## src/rtl/uart_regfifo.sv

```systemverilog
module uart_regfifo #(
  parameter int TX_DEPTH = 16,
  parameter int RX_DEPTH = 16
) (
  input  logic        clk,
  input  logic        rst_n,
  input  logic        reg_en,
  input  logic        reg_we,
  input  logic [3:0]  reg_addr,
  input  logic [31:0] reg_wdata,
  output logic [31:0] reg_rdata,
  output logic        irq,
  output logic [7:0]  tx_data,
  output logic        tx_valid,
  input  logic        tx_ready,
  input  logic        tx_busy,
  input  logic [7:0]  rx_data,
  input  logic        rx_err,
  input  logic        rx_valid,
  output logic        rx_ready,
  input  logic        cts,
  output logic        rts
);
  localparam int TAW = $clog2(TX_DEPTH);
  localparam int RAW = $clog2(RX_DEPTH);
  localparam int TCW = TAW + 1;
  localparam int RCW = RAW + 1;
  localparam logic [31:0] CTL_MASK = 32'h001F_D000;

  logic [31:0] ctl;
  logic [7:0]  tx_mem [TX_DEPTH];
  logic [7:0]  rx_mem [RX_DEPTH];
  logic [TAW-1:0] tx_wp, tx_rp;
  logic [RAW-1:0] rx_wp, rx_rp;
  logic [TCW-1:0] tx_cnt;
  logic [RCW-1:0] rx_cnt;
  logic rxp, txp, ovr, txe, lerr;

  wire en   = ctl[15];
  wire afe  = ctl[12];
  wire sel  = ctl[14];
  wire lben = ctl[20];

  wire wr_ctl = reg_en & reg_we  & (reg_addr == 4'h0);
  wire rd_rx  = reg_en & ~reg_we & (reg_addr == 4'h4);
  wire wr_tx  = reg_en & reg_we  & (reg_addr == 4'h8);
  wire wr_st  = reg_en & reg_we  & (reg_addr == 4'hC);
  wire [4:0] clr = wr_st ? reg_wdata[4:0] : 5'd0;

  wire tx_nz   = (tx_cnt != '0);
  wire tx_full = (tx_cnt == TCW'(TX_DEPTH));
  wire rx_nz   = (rx_cnt != '0);
  wire rx_full = (rx_cnt == RCW'(RX_DEPTH));

  assign tx_data  = tx_mem[tx_rp];
  assign tx_valid = en & ~lben & tx_nz & (~afe | cts);
  assign rx_ready = en & ~lben;
  assign rts      = en & ~rx_full;

  wire lb_move = en & lben & tx_nz;
  wire tx_push = wr_tx & en & ~tx_full;
  wire tx_pop  = (tx_valid & tx_ready) | lb_move;

  wire       rx_in    = lben ? lb_move : (rx_valid & rx_ready);
  wire [7:0] rx_in_d  = lben ? tx_mem[tx_rp] : rx_data;
  wire       rx_in_e  = ~lben & rx_err;
  wire       rx_push  = rx_in & ~rx_full;
  wire       rx_pop   = rd_rx & rx_nz;

  always_ff @(posedge clk or negedge rst_n)
    if (!rst_n) ctl <= '0;
    else if (wr_ctl) ctl <= reg_wdata & CTL_MASK;

  always_ff @(posedge clk) begin
    if (tx_push) tx_mem[tx_wp] <= reg_wdata[7:0];
    if (rx_push) rx_mem[rx_wp] <= rx_in_d;
  end

  always_ff @(posedge clk or negedge rst_n)
    if (!rst_n) begin
      tx_wp <= '0; tx_rp <= '0; tx_cnt <= '0;
      rx_wp <= '0; rx_rp <= '0; rx_cnt <= '0;
    end else if (!en) begin
      tx_wp <= '0; tx_rp <= '0; tx_cnt <= '0;
      rx_wp <= '0; rx_rp <= '0; rx_cnt <= '0;
    end else begin
      if (tx_push) tx_wp <= tx_wp + 1'b1;
      if (tx_pop)  tx_rp <= tx_rp + 1'b1;
      if (rx_push) rx_wp <= rx_wp + 1'b1;
      if (rx_pop)  rx_rp <= rx_rp + 1'b1;
      tx_cnt <= tx_cnt + TCW'(tx_push) - TCW'(tx_pop);
      rx_cnt <= rx_cnt + RCW'(rx_push) - RCW'(rx_pop);
    end

  always_ff @(posedge clk or negedge rst_n)
    if (!rst_n) begin
      rxp <= 1'b0; txp <= 1'b0; ovr <= 1'b0; txe <= 1'b0; lerr <= 1'b0;
    end else begin
      rxp  <= (rxp  & ~clr[0]) | (en & rx_nz);
      txp  <= (txp  & ~clr[1]) | (en & (tx_cnt < TCW'(TX_DEPTH / 2)));
      ovr  <= (ovr  & ~clr[2]) | (rx_in & rx_full);
      txe  <= (txe  & ~clr[3]) | (wr_tx & en & tx_full);
      lerr <= (lerr & ~clr[4]) | (rx_push & rx_in_e);
    end

  wire [5:0]  level  = sel ? 6'(tx_cnt) : 6'(rx_cnt);
  wire        busy   = tx_busy | tx_nz;
  wire [31:0] status = {14'd0, busy, level, ~tx_nz, 1'b0, rts, cts,
                        tx_full, ~rx_nz, lerr, txe, ovr, txp, rxp};

  assign irq = (rxp & ctl[18]) | (txp & ctl[19]);

  always_comb
    case (reg_addr)
      4'h0:    reg_rdata = ctl;
      4'h4:    reg_rdata = rx_nz ? {24'd0, rx_mem[rx_rp]} : 32'd0;
      4'hC:    reg_rdata = status;
      default: reg_rdata = 32'd0;
    endcase


  flush_chk: assert property (@(posedge clk) disable iff (!rst_n)
    !en |=> (tx_cnt == '0 && rx_cnt == '0));


  no_overflow_chk: assert property (@(posedge clk) disable iff (!rst_n)
    (tx_cnt <= TCW'(TX_DEPTH)) && (rx_cnt <= RCW'(RX_DEPTH)));


  tx_drop_chk: assert property (@(posedge clk) disable iff (!rst_n)
    (wr_tx && en && tx_full && !tx_pop) |=> (txe && tx_cnt == $past(tx_cnt)));


  rx_pop_chk: assert property (@(posedge clk) disable iff (!rst_n)
    (rx_pop && !rx_push && en) |=> (rx_cnt == $past(rx_cnt) - RCW'(1)));


  overrun_chk: assert property (@(posedge clk) disable iff (!rst_n)
    (rx_in && rx_full && !rx_pop) |=> (ovr && rx_cnt == $past(rx_cnt)));
endmodule

```

## config.mk

```make
export PLATFORM = sky130hd
export DESIGN_NAME = uart_regfifo
export DESIGN_NICKNAME = d
export VERILOG_FILES = /design/src/rtl/uart_regfifo.sv
export SDC_FILE = /design/constraint.sdc
export NUM_CORES = 1
export LEC_CHECK = 0
export ABC_AREA = 1
export ABC_CLOCK_PERIOD_IN_PS = 4250
export BUFFER_PORTS_ARGS = -buffer_cell sky130_fd_sc_hd__clkbuf_2
export CORE_MARGIN = 2
export CORE_UTILIZATION = 30
export CTS_CLUSTER_DIAMETER = 40
export DETAILED_ROUTE_END_ITERATION = 12
export RECOVER_POWER = 50
export SYNTH_ARGS = -nofsm -noshare
export SYNTH_HDL_FRONTEND = slang
export SYNTH_SLANG_ARGS = --single-unit
```

## constraint.sdc

```tcl
create_clock -name clk -period 4.25 [get_ports clk]
set_input_delay 0.425 -clock clk [delete_from_list [all_inputs] [get_ports clk]]
set_output_delay 0.425 -clock clk [all_outputs]
set_load 0.01 [all_outputs]
```

# Word level (Yosys, flattened, before mapping)
# Memory sizes are Yosys's and may differ from the RTL's.
# Index checks and enable logic that the tools add are counted.
# word_totals
word_cells	107
ram_bits	256
regBits	39
memories	2
output_inout_bits	44
# op_classes
eq_ne	9
bitwise	52
n_addsub	8
muxes	20
n_reduce_logical	3
magnitude_cmp	1
# memory_table
memory	words	word_bits	rd	rd_ports_with_merged_regs	write_ports	line_no	text
rx_mem	16	8	1	0	1	32	logic [7:0] rx_mem [RX_DEPTH];
tx_mem	16	8	1	0	1	31	logic [7:0] tx_mem [TX_DEPTH];
# op_table
cell	count
case mux 21 bit (3 select lines)	1
2-to-1 mux 4 bit	8
AND 1 bit	31
2-to-1 mux 5 bit	4
adder 4 x 1 -> 4 bit, second input constant	4
2-to-1 mux 8 bit	2
inverter 1 bit	12
adder 5 x 1 -> 5 bit	2
== test 5 bit, second input constant	2
nonzero test 5 bit	2
subtractor 5 x 1 -> 5 bit	2
bitwise OR 1 bit	9
== test 4 bit, second input constant	2
inequality test 2 x 1 -> 1 bit, second input constant	4
less-than comparator 5 x 4 -> 1 bit, second input constant	1
2-to-1 mux 1 bit	5
== test 4 x 3 -> 1 bit, second input constant	1
logical NOT 4 bit	1

# Longest topological paths before layout
# logic_depth
depth_word	8
depth_mapped	17

# Worst setup path after synthesis
# Ideal clock, no wire load.
# synth_path
path_kind	register -> register
from	register tx_cnt[2]
to	register rx_cnt[4]
arrival_ps	2423
synth_period_minus_slack_ps	2544
n_path_buf	1
stages_incl_launch_ff	16
slack_ps	1706
path_cell_list	dfrtp_1 -> inv_1 -> ha_1 -> nand4_2 -> nand3_1 -> nand2_2 -> nand2_2 -> buf_6 -> ha_1 -> inv_1 -> ha_1 -> fa_1 -> a21oi_1 -> o21bai_1 -> xor2_1 -> nor2_1
# synth_between
elab_chain_cells	7
# synth_lines
element	line_no	text
start, declared	35	logic [TCW-1:0] tx_cnt;
start signal, assigned	91	tx_cnt <= tx_cnt + TCW'(tx_push) - TCW'(tx_pop);
nonzero test 5 bit	50	wire tx_nz = (tx_cnt != '0);
AND 1 bit	60	wire lb_move = en & lben & tx_nz;
2-to-1 mux 1 bit	64	wire rx_in = lben ? lb_move : (rx_valid & rx_ready);
AND 1 bit	67	wire rx_push = rx_in & ~rx_full;
adder 5 x 1 -> 5 bit	92	rx_cnt <= rx_cnt + RCW'(rx_push) - RCW'(rx_pop);
subtractor 5 x 1 -> 5 bit	92	
2-to-1 mux 5 bit	83	end else if (!en) begin
end signal, assigned	92	
end, declared	36	logic [RCW-1:0] rx_cnt;
# Every way passes these cells.
# A chain may end at the register's enable or synchronous reset.

# Worst setup path after layout
# layout_path
from	register ctl[20]
to	register rx_cnt[4]
# layout_between
elab_chain_cells	8
# layout_lines
element	line_no	text
start, declared	30	logic [31:0] ctl;
start signal, assigned	72	else if (wr_ctl) ctl <= reg_wdata & CTL_MASK;
inverter 1 bit	57	assign rx_ready = en & ~lben;
AND 1 bit	57	
AND 1 bit	64	
2-to-1 mux 1 bit *	64	
AND 1 bit *	67	
adder 5 x 1 -> 5 bit *	92	
subtractor 5 x 1 -> 5 bit *	92	
2-to-1 mux 5 bit *	83	
# Mark *: on every way between the ends. The rest lies on a longest branch, timed or not.

==> qor.csv <==
stage,metric,value,unit
status,run status,"complete, but fails checks",
status,violated checks,"max-capacitance violations, max-slew violations",
clock_network,clk_lat worst skew,520,ps
sta,setup repair after global routing missed its margin,false,
synth,combinational family with the most area after synthesis,simple AND/OR/NAND/NOR gates,
critical_path,crit path DAT,3650,ps
critical_path,Worst setup SP type,flop,
global_route,vias in the first global route,8947,
floorplanning,initial core utilization,30.3,%
cells_and_area,Antenna Cells,0,
floorplanning,die height,215,um
clock_network,post-CTS setup buffers,0,
route,vias per cell,4.57,
critical_path,Top delay family on crit path,adder cells,
critical_path,"critical path, cell by cell",inv_1 -> nand2_1 -> inv_1 -> nand2_1 -> nand2_1 -> nand2_2 -> ha_1 -> inv_1 -> ha_1 -> fa_1 -> a21oi_1 -> o21bai_1 -> xor2_1 -> nor2_1,
synth,syn_area_per_cell,10.1,um2
synth,Area contributors post-synth,"edfxtp_1 57%, nand2_1 13%, dfrtp_1 7.3%",
critical_path,R2R Setup Slk,990,ps
global_route,antenna violations before repair,0,
route,WL final,32500,um
route,DRC Markers,0,
synth,Yosys Warn Count,0,
synth,post-synthesis xor/xnor area fraction,0.524,%
synth,Synth Area in Compound Gates,2.99,%
clock_network,H-tree depth,2,
global_route,largest net degree at the start of global routing,76,
critical_path,WP data required,4640,ps
sta,fin. max-slew vios,40,
synth,"area leader, netlist",edfxtp_1,
cells_and_area,layout cells sized above 1,8.43,%
sta,Clock Skews,23.5,ps
synth,"FFs w/ async S/R, synth",13.2,%
place,Port Buf Inserts,68,
sta,WHS,166,ps
run,Max Cap Violations,1,
cells_and_area,register area,8670,um2
synth,multiplexer share of the synthesized area,0,%
cells_and_area,final core occ,34.4,%
floorplanning,Die Span X,215,um
synth,Synth Area in Adders,2.45,%
critical_path,worst path buffer plus inverter count,3,
route,vias,9153,
synth,Synth top area share,57.5,%
clock_network,CTS Buf Count,36,
sta,Rel. slew slack,-43.7,%
place,hpwl dp,21100,um
sta,final setup fails,0,
route,drt wl/cell,16.2,um
clock_network,TritonCTS clock tree,yes,
critical_path,CP max-delay cell,dfrtp_1,
synth,Mapped Area,13400,um2
sta,final-report hold violation count,0,
route,post-route ant nets,0,
synth,cell count after synthesis,1322,
hold_path,Hold Crit Class,in2reg,
cells_and_area,Multi-input gate area,3870,um2
clock_network,CTS resizes,0,
floorplanning,I/O pins,97,
power_and_ir_drop,VDD IR max,0.272,mV
floorplanning,die area,46300,um2
synth,number of synthesized flops with an enable pin,256,
power_and_ir_drop,total power,9.88,mW
power_and_ir_drop,Pwr Density,650,nW/um2
global_route,first-pass GRT wire length,51100,um
route,initial drt markers,698,
sta,measured slew at the worst slew-check pin,2150,ps
clock_network,# hold bufs at CTS,0,
cells_and_area,fill cell count,4511,
synth,simple-gate share of the synthesized area,22.8,%
floorplanning,core footprint,44100,um2
route,drt first pass iters,7,
clock_network,maximum clock insertion buffer count,3,
synth,count of different cell masters after synthesis,33,
floorplanning,Rows,77,
critical_path,CP max FO,22,
global_route,total track usage,14.1,%
clock_network,Clock Pin Slew Worst Setup and Hold Paths,60,ps
cells_and_area,area grow syn2layout,13.7,%
clock_network,clock sinks,295,
global_route,global route overflow,0,
synth,"FF+latch count, synth",295,
sta,final worst path period share,76.8,%
place,final RePlAce weighted congestion,0.873,
synth,ys flop type,edfxtp_1,
critical_path,"Largest stage delay, worst path",490,ps
sta,fin crit period,3260,ps
critical_path,Crit Path Category,reg2reg,
cells_and_area,nets,1465,
synth,sequential-to-total area share from yosys stat,64.8,%
sta,final setup TNS,0,ps
critical_path,Crit. End Element,flop,
clock_network,Root Driver,clkbuf_16,
sta,max frequency,306,MHz
power_and_ir_drop,Static Leak,6.21,nW
power by group:
| group | switching, mW | internal (mW) |
|---|---|---|
| Combinational | 2.12 | 0.727 |
| Clock | 1.17 | 1.78 |
| Sequential | 0.192 | 3.90 |
per-stage QoR:
stage | instance area [um2] | instances | worst slack (ps)
final | 15200 | 2003 | 987
after global placement | 14100 | 1941 | 1210
after global routing | 15200 | 2003 | 639
after floorplan | 13400 | 1333 | 1710
after detailed placement | 14100 | 1941 | 1190
after CTS | 15300 | 2003 | 1140
path summary, 6_finish.rpt:
| kind | end | depth (start not counted) | from |
|---|---|---|---|
| worst max register to register | rx_cnt[4] | 14 | ctl[20] |
| worst max-delay path | rx_cnt[4] | 14 | ctl[20] |
| max in group asynchronous | rx_rp[0] | 1 | rst_n |
| worst min-delay path | ctl[18] | 3 | reg_wdata[18] |
| worst min register to register | ctl[17] | 2 | ctl[17] |
| min in group asynchronous | rxp | 1 | rst_n |
synthesized netlist by cell type, types with 2 or more instances:
master / instances
dfrtp_1: 39
a31oi_1: 2
a22o_1: 3
buf_1: 2
clkbuf_1: 6
nor3_1: 18
nand2_1: 453
clkinv_1: 2
fa_1: 2
nor2_1: 133
nand2_2: 6
inv_2: 8
buf_2: 15
inv_1: 96
a21oi_1: 23
ha_1: 23
edfxtp_1: 256
o21ai_1: 15
o21ai_0: 31
nand3_1: 123
nor2_4: 2
buf_4: 30
buf_6: 11
xor2_1: 8
nand4_1: 7
placed cells by master (no fill, tap or decap), types with 5 or more instances in the layout:
cell / Yosys / routed
nand2_1: 453 / 455
o21ai_0: 31 / 31
edfxtp_1: 256 / 256
ha_1: 23 / 23
nand2_2: 6 / 5
nand3_1: 123 / 123
clkbuf_1: 6 / 35
clkbuf_16: 0 / 37
inv_2: 8 / 6
clkbuf_2: 0 / 44
nand4_1: 7 / 7
dfrtp_1: 39 / 37
nor2_1: 133 / 134
buf_4: 30 / 6
clkinv_1: 2 / 7
o21ai_1: 15 / 15
nor3_1: 18 / 19
inv_1: 96 / 98
xor2_1: 8 / 8
a21oi_1: 23 / 23
conb_1: 1 / 12
clkinv_2: 1 / 5
per-layer routing:
metal | part of all wire [%] | vias up | track usage, %
li1 | - | 4485 | -
met1 | 44 | 4395 | 18.5
met2 | 50 | 218 | 24.3
met3 | 4.6 | 55 | 2.15
met4 | 2.0 | 0 | 3.47
met5 | 0 | - | 0
logic make-up after synthesis:
logic type / count (synthesis)
AND/OR/NAND/NOR: 746
flip-flops: 295
buffers and inverters: 171
AO/OA/AOI/OAI: 76
adder cells (fa/ha/maj): 25
XOR/XNOR: 8
other: 1
registers in the layout, summed over array words and instances (netlist names):
name    count
lerr        1
txe         1
rx_mem    128
rx_wp       4
tx_rp       4
ovr         1
txp         1
rxp         1
tx_cnt      5
ctl         8
tx_wp       4
tx_mem    128
rx_cnt      5
rx_rp       4
final cells by class:
class	instances	share of cell area (%)
timing repair buffer	80	2.49
sequential	295	57.0
tap	592	4.87
clock buffer	42	6.22
multi-input combinational	867	25.5
clock inverter	20	1.27
inverter	107	2.65
tightest hold or removal path: cells and delay by family:
kind            cells  cell delay (ps)
compound gates      1               50
simple gates        1               90
buf+inv             1               80
No activity file was read; power rests on OpenSTA's default activity.
